==> config.mk <==
export PLATFORM = sky130hd
export DESIGN_NAME = actwd_top
export DESIGN_NICKNAME = d
export VERILOG_FILES = /design/src/rtl/actwd_pkg.sv /design/src/rtl/actwd_sync_edge.sv /design/src/rtl/actwd_window_timer.sv /design/src/rtl/actwd_fault_seq.sv /design/src/rtl/actwd_top.sv
export SDC_FILE = /design/constraint.sdc
export NUM_CORES = 1
export LEC_CHECK = 0
export BUFFER_PORTS_ARGS = -buffer_cell sky130_fd_sc_hd__buf_2
export CAP_MARGIN = 25
export CORE_MARGIN = 1.5
export CORE_UTILIZATION = 50
export CTS_CLUSTER_SIZE = 40
export DETAILED_ROUTE_END_ITERATION = 8
export MAX_ROUTING_LAYER = met4
export PLACE_DENSITY_LB_ADDON = 0.25
export SYNTH_ARGS = -nofsm -noshare
export SYNTH_HDL_FRONTEND = slang
export SYNTH_SLANG_ARGS = --single-unit
==> constraint.sdc <==
create_clock -name clk -period 6.6 [get_ports clk]
set_clock_uncertainty 0.1 [all_clocks]
set_input_delay 0.33 -clock clk [delete_from_list [all_inputs] [get_ports clk]]
set_output_delay 0.33 -clock clk [all_outputs]
set_load 0.05 [all_outputs]
==> src/rtl/actwd_pkg.sv <==
package actwd_pkg;

   // Larger of two counts, used to size the window counter.
   function automatic int unsigned umax(input int unsigned a, input int unsigned b);
      return (a > b) ? a : b;
   endfunction

   // Window length in clocks for a given select value.
   function automatic int unsigned window_len(input int unsigned sel,
                                              input int unsigned def_ticks,
                                              input int unsigned unit_ticks);
      return (sel == 0) ? def_ticks : sel * unit_ticks;
   endfunction

endpackage

==> src/rtl/actwd_sync_edge.sv <==
module actwd_sync_edge #(
   parameter int STAGES = 2
) (
   input  logic clk,
   input  logic rst,
   input  logic d_i,
   output logic edge_o
);

   logic [STAGES-1:0] chain_q;
   logic              prev_q;

   always_ff @(posedge clk) begin
      if (rst) begin
         chain_q <= '0;
         prev_q  <= 1'b0;
      end else begin
         chain_q <= {chain_q[STAGES-2:0], d_i};
         prev_q  <= chain_q[STAGES-1];
      end
   end

   // A change on the synchronized line is one activity event.
   assign edge_o = chain_q[STAGES-1] ^ prev_q;

endmodule

==> src/rtl/actwd_window_timer.sv <==
module actwd_window_timer #(
   parameter int DEF_TICKS  = 32000,
   parameter int UNIT_TICKS = 1000,
   parameter int SEL_W      = 7,
   parameter int CNT_W      = 17
) (
   input  logic             clk,
   input  logic             rst,
   input  logic             hold_i,
   input  logic             restart_i,
   input  logic [SEL_W-1:0] sel_i,
   output logic             expire_o
);

   logic [CNT_W-1:0] cnt_q;
   logic [CNT_W-1:0] lim;
   logic             at_end;

   assign lim = CNT_W'(actwd_pkg::window_len(int'(unsigned'(sel_i)),
                                             DEF_TICKS, UNIT_TICKS));

   // Compare with >= so a live change of select cannot skip the end.
   assign at_end   = (cnt_q >= (lim - CNT_W'(1)));
   assign expire_o = at_end && !hold_i && !restart_i;

   always_ff @(posedge clk) begin
      if (rst || hold_i || restart_i) begin
         cnt_q <= '0;
      end else if (at_end) begin
         cnt_q <= '0;
      end else begin
         cnt_q <= cnt_q + CNT_W'(1);
      end
   end

endmodule

==> src/rtl/actwd_fault_seq.sv <==
module actwd_fault_seq #(
   parameter int PULSE_TICKS = 20,
   parameter int LAG_TICKS   = 3
) (
   input  logic clk,
   input  logic rst,
   input  logic dis_i,
   input  logic activity_i,
   input  logic expire_i,
   output logic lvl_n_o,
   output logic pls_n_o,
   output logic shut_o
);

   localparam int PW = $clog2(PULSE_TICKS + 1);
   localparam int LW = $clog2(LAG_TICKS + 1);

   logic [PW-1:0] pcnt_q;
   logic [LW-1:0] lag_q;
   logic          lvl_n_q;
   logic          pls_n_q;
   logic          shut_q;

   always_ff @(posedge clk) begin
      if (rst) begin
         pcnt_q  <= '0;
         lag_q   <= '0;
         lvl_n_q <= 1'b1;
         pls_n_q <= 1'b1;
         shut_q  <= 1'b0;
      end else if (dis_i) begin
         pcnt_q  <= '0;
         lag_q   <= '0;
         lvl_n_q <= 1'b1;
         pls_n_q <= 1'b1;
      end else begin
         // pulse generator
         if (expire_i) begin
            pls_n_q <= 1'b0;
            pcnt_q  <= PW'(PULSE_TICKS);
         end else if (pcnt_q != '0) begin
            pcnt_q <= pcnt_q - PW'(1);
            if (pcnt_q == PW'(1)) pls_n_q <= 1'b1;
         end

         // delayed level output; activity cancels a pending fall
         if (activity_i) begin
            lvl_n_q <= 1'b1;
            lag_q   <= '0;
         end else if (expire_i) begin
            lag_q <= LW'(LAG_TICKS);
         end else if (lag_q != '0) begin
            lag_q <= lag_q - LW'(1);
            if (lag_q == LW'(1)) lvl_n_q <= 1'b0;
         end

         // two-strike latch: sample level at the pulse fall
         if (expire_i && !lvl_n_q) shut_q <= 1'b1;
      end
   end

   assign lvl_n_o = lvl_n_q;
   assign pls_n_o = pls_n_q;
   assign shut_o  = shut_q;

endmodule

==> src/rtl/actwd_top.sv <==
module actwd_top #(
   parameter int SYNC_STAGES = 2,
   parameter int DEF_TICKS   = 32000,
   parameter int UNIT_TICKS  = 1000,
   parameter int SEL_W       = 7,
   parameter int PULSE_TICKS = 20,
   parameter int LAG_TICKS   = 3
) (
   input  logic             clk,
   input  logic             rst,
   input  logic             act_i,
   input  logic             dis_i,
   input  logic [SEL_W-1:0] tsel_i,
   output logic             fault_lvl_n,
   output logic             fault_pls_n,
   output logic             shutdown_o
);

   localparam int unsigned MAX_WIN =
      actwd_pkg::umax(DEF_TICKS, ((1 << SEL_W) - 1) * UNIT_TICKS);
   localparam int CNT_W = $clog2(MAX_WIN + 1);

   // elaboration-time parameter checks
   if (SYNC_STAGES < 2) begin : g_bad_sync
      $error("SYNC_STAGES must be at least 2");
   end
   if (SEL_W < 1 || SEL_W > 16) begin : g_bad_sel
      $error("SEL_W must be within 1..16");
   end
   if (LAG_TICKS < 1) begin : g_bad_lag
      $error("LAG_TICKS must be at least 1");
   end
   if (PULSE_TICKS <= LAG_TICKS) begin : g_bad_pulse
      $error("PULSE_TICKS must exceed LAG_TICKS");
   end
   if (UNIT_TICKS <= PULSE_TICKS || DEF_TICKS <= PULSE_TICKS) begin : g_bad_win
      $error("every window must be longer than the pulse");
   end

   logic act_edge;
   logic win_expire;

   actwd_sync_edge #(
      .STAGES (SYNC_STAGES)
   ) u_sync (
      .clk    (clk),
      .rst    (rst),
      .d_i    (act_i),
      .edge_o (act_edge)
   );

   actwd_window_timer #(
      .DEF_TICKS  (DEF_TICKS),
      .UNIT_TICKS (UNIT_TICKS),
      .SEL_W      (SEL_W),
      .CNT_W      (CNT_W)
   ) u_timer (
      .clk       (clk),
      .rst       (rst),
      .hold_i    (dis_i),
      .restart_i (act_edge),
      .sel_i     (tsel_i),
      .expire_o  (win_expire)
   );

   actwd_fault_seq #(
      .PULSE_TICKS (PULSE_TICKS),
      .LAG_TICKS   (LAG_TICKS)
   ) u_seq (
      .clk        (clk),
      .rst        (rst),
      .dis_i      (dis_i),
      .activity_i (act_edge),
      .expire_i   (win_expire),
      .lvl_n_o    (fault_lvl_n),
      .pls_n_o    (fault_pls_n),
      .shut_o     (shutdown_o)
   );

endmodule

==> metrics.txt <==
arrival time at the worst endpoint=6.22 ns; busiest grt layer=met2; maximum vdd drop=133 uV; DRT Pass-1 Iters=4; MaxCap Viol Count=0; Num CTS Buffers=5; relative slew slack=0.581; clk root buf=clkbuf_8; post-cts resize count=0; CP Max Fanout=17; Post-CTS Hold Buffers=0; vias in the first global route=2143; synth top area cells=ha_1, dfxtp_1, fa_1, xor2_1, inv_1; hold_sp=rst; Placer Congestion=0.778; Mapped Nets=433; Reg clk slew, reported paths=0.06 ns; Power Internal=0.528 mW; Worst-Margin Slew=0.628 ns; post-synthesis sequential area ratio=0.193; fmax=164 MHz; DR iter-0 viols=85; Syn. warnings=0; via density per instance=5.33; Fill cells=558; core area=0.00596 mm2; Reg power frac=0.195; met1 global-route usage=0.249; Post-synth top cells=ha_1, inv_1, nor2_1, dfxtp_1, xor2_1; I/O pins=14; top cell type's share of synthesized area=0.229; Starting Density=0.522; Final setup viols=0; port bufs=13; Clock Latency Late Sink=0.27 ns; Synth Flop Type=dfxtp_1; Hold Fails Final Rpt=0; critical path type=in -> reg; Routed Antenna Nets=0; count leader, synth=ha_1; average wire per cell in the routed design=12.6 um; CTS Sinks=30; Setup TNS Final=0 ns; met2 global-route usage=0.288; Worst Setup Start Kind=primary input; vias=2333; largest net degree at the start of global routing=18; CP Launch Point=tsel_i[0]; reg2reg start=u_timer.cnt_q[10]; share of cells above drive strength 1=0.0826; NumNets Final=448; grt met3 use=0.0367; Die Y=81.9 um; Pwr Total=0.949 mW; Final min period=6.11 ns; outcome=finished clean; Leakage Power=1.57 nW; grt ovf=0; die area=0.00670 mm2; Worst Hold Class=in -> reg; GRT Total Usage=0.184; initial antenna violation count=0; Area Overhead vs Synth=7.36%; Gate power share=0.648; Detail Placement HPWL=4570 um; Post-synth EDFFs=0; global-route wire length before repair=9330 um; Post-CTS Setup Inserts=0; n_diodes=0; Sw Share=0.443; Longest Clk Path Bufs=2; flops & latches, synth=30; Cell variety after synth=46; ys async rst share=0; synthesized area per cell=8.96 um2; CP Capture Type=flop; CTS tree=built; fin crit share=0.926; row cnt=28; clock power share=0.157; cell taking the most area after synthesis=ha_1; RSZ-0062 raised after global routing=no; cell area after synthesis=0.00311 mm2; gate count of the mapped netlist=347; Routed WL=5540 um; die width=81.9 um; Critical Path RT=6.70 ns; net switching power=0.421 mW; Pwr Density=284 mW/mm2; htree depth=2; # DRC=0; max-slew violations=0
-- metrics by stage --
step / worst slack, ns / area, um2 / instances / utilization / hold WS (ns)
3_3_place_gp: 0.457 / 3250 / 430 / 0.545 / 0.320
4_1_cts: 0.495 / 3340 / 438 / 0.561 / 0.171
5_1_grt: 0.116 / 3340 / 438 / 0.561 / 0.172
2_1_floorplan: 0.941 / 3110 / 347 / - / 0.302
3_5_place_dp: 0.212 / 3250 / 430 / 0.545 / 0.331
6_report: 0.488 / 3340 / 438 / 0.561 / 0.175
-- worst max-delay path, stage by stage --
cell,delay (ns)
buf_2,0.15
fa_1,0.54
fa_1,0.53
inv_1,0.05
fa_1,0.47
fa_1,0.51
inv_1,0.04
ha_1,0.36
nor2_1,0.07
a21oi_1,0.20
xor2_1,0.20
nor4b_1,0.34
or4b_1,0.53
nor3_2,0.15
xnor2_1,0.14
ha_1,0.26
nand4_1,0.12
nor2_1,0.08
a21oi_1,0.13
o211ai_1,0.11
a21oi_2,0.28
nand2b_1,0.42
nor2_1,0.22
-- layout by cell type (no fill, tap or decap), types with 2 or more instances in the layout --
master and count:
clkbuf_8 6, nor3_1 9, dfxtp_1 30, o21ai_0 6, nand2b_1 6, buf_2 13, o21ai_1 2, nor2b_1 4
inv_1 37, or3_1 2, o21bai_1 2, nor3_2 2, nor2_1 34, and3_1 8, fa_1 18, nor4_1 3
xor2_1 22, nand4_1 7, xnor2_1 15, nand3_1 9, nand2_1 14, mux2i_1 2, or2_2 2, and2_1 3
ha_1 57, or4b_1 2, and4_1 2, o211ai_1 2, a21o_1 8, a21oi_1 17, a31oi_1 2
-- layer usage --
| metal | wire, um | vias up |
|---|---|---|
| met5 | 0 | - |
| met4 | 10 | 0 |
| met3 | 121 | 2 |
| met2 | 2520 | 24 |
| met1 | 2890 | 1090 |
| li1 | - | 1217 |
-- area by class of cell --
| class | count | area (um2) | share of cell area |
|---|---|---|---|
| Multi-Input combinational cell | 275 | 2350 | 0.704 |
| Sequential cell | 30 | 601 | 0.180 |
| Inverter | 37 | 139 | 0.0416 |
| Tap cell | 75 | 93.8 | 0.0281 |
| Clock buffer | 7 | 86.3 | 0.0259 |
| Timing Repair Buffer | 13 | 65.1 | 0.0195 |
| Clock inverter | 1 | 5.00 | 0.00150 |
-- path summary, 6_finish.rpt --
kind	to	slack [ns]	cells after the start
max reg2reg	u_timer.cnt_q[5]	4.25	8
min	u_sync.chain_q[0]	0.18	2
min reg2reg	u_timer.cnt_q[0]	0.34	1
max	u_timer.cnt_q[5]	0.49	23
-- logic make-up (layout without fill, tap and decap cells) --
family          count (synthesis)  count (layout)  synth area share
compound gates                 45              45            0.0913
xor+xnor                       37              37             0.104
fa+ha+maj                      75              75             0.345
buf+inv                        42              58            0.0515
flops                          30              30             0.193
mux                             3               3            0.0101
simple gates                  115             115             0.205
-- sequential cells by signal, indices dropped and copies added (netlist names) --
signal	cells
u_seq.shut_o	1
u_seq.pcnt_q	5
u_seq.pls_n_o	1
u_seq.lvl_n_o	1
u_sync.chain_q	2
u_seq.lag_q	2
u_timer.cnt_q	17
u_sync.prev_q	1
-- power by group through the flow --
stage,combinational (mW),clock [mW],sequential [mW]
3_3_place_gp,0.606,0,0.189
6_report,0.615,0.149,0.185
3_5_place_dp,0.618,0,0.189
4_1_cts,0.622,0.153,0.185
2_1_floorplan,0.509,0,0.189
5_1_grt,0.706,0.162,0.186
Note: power is estimated with default switching activity, not from simulation.
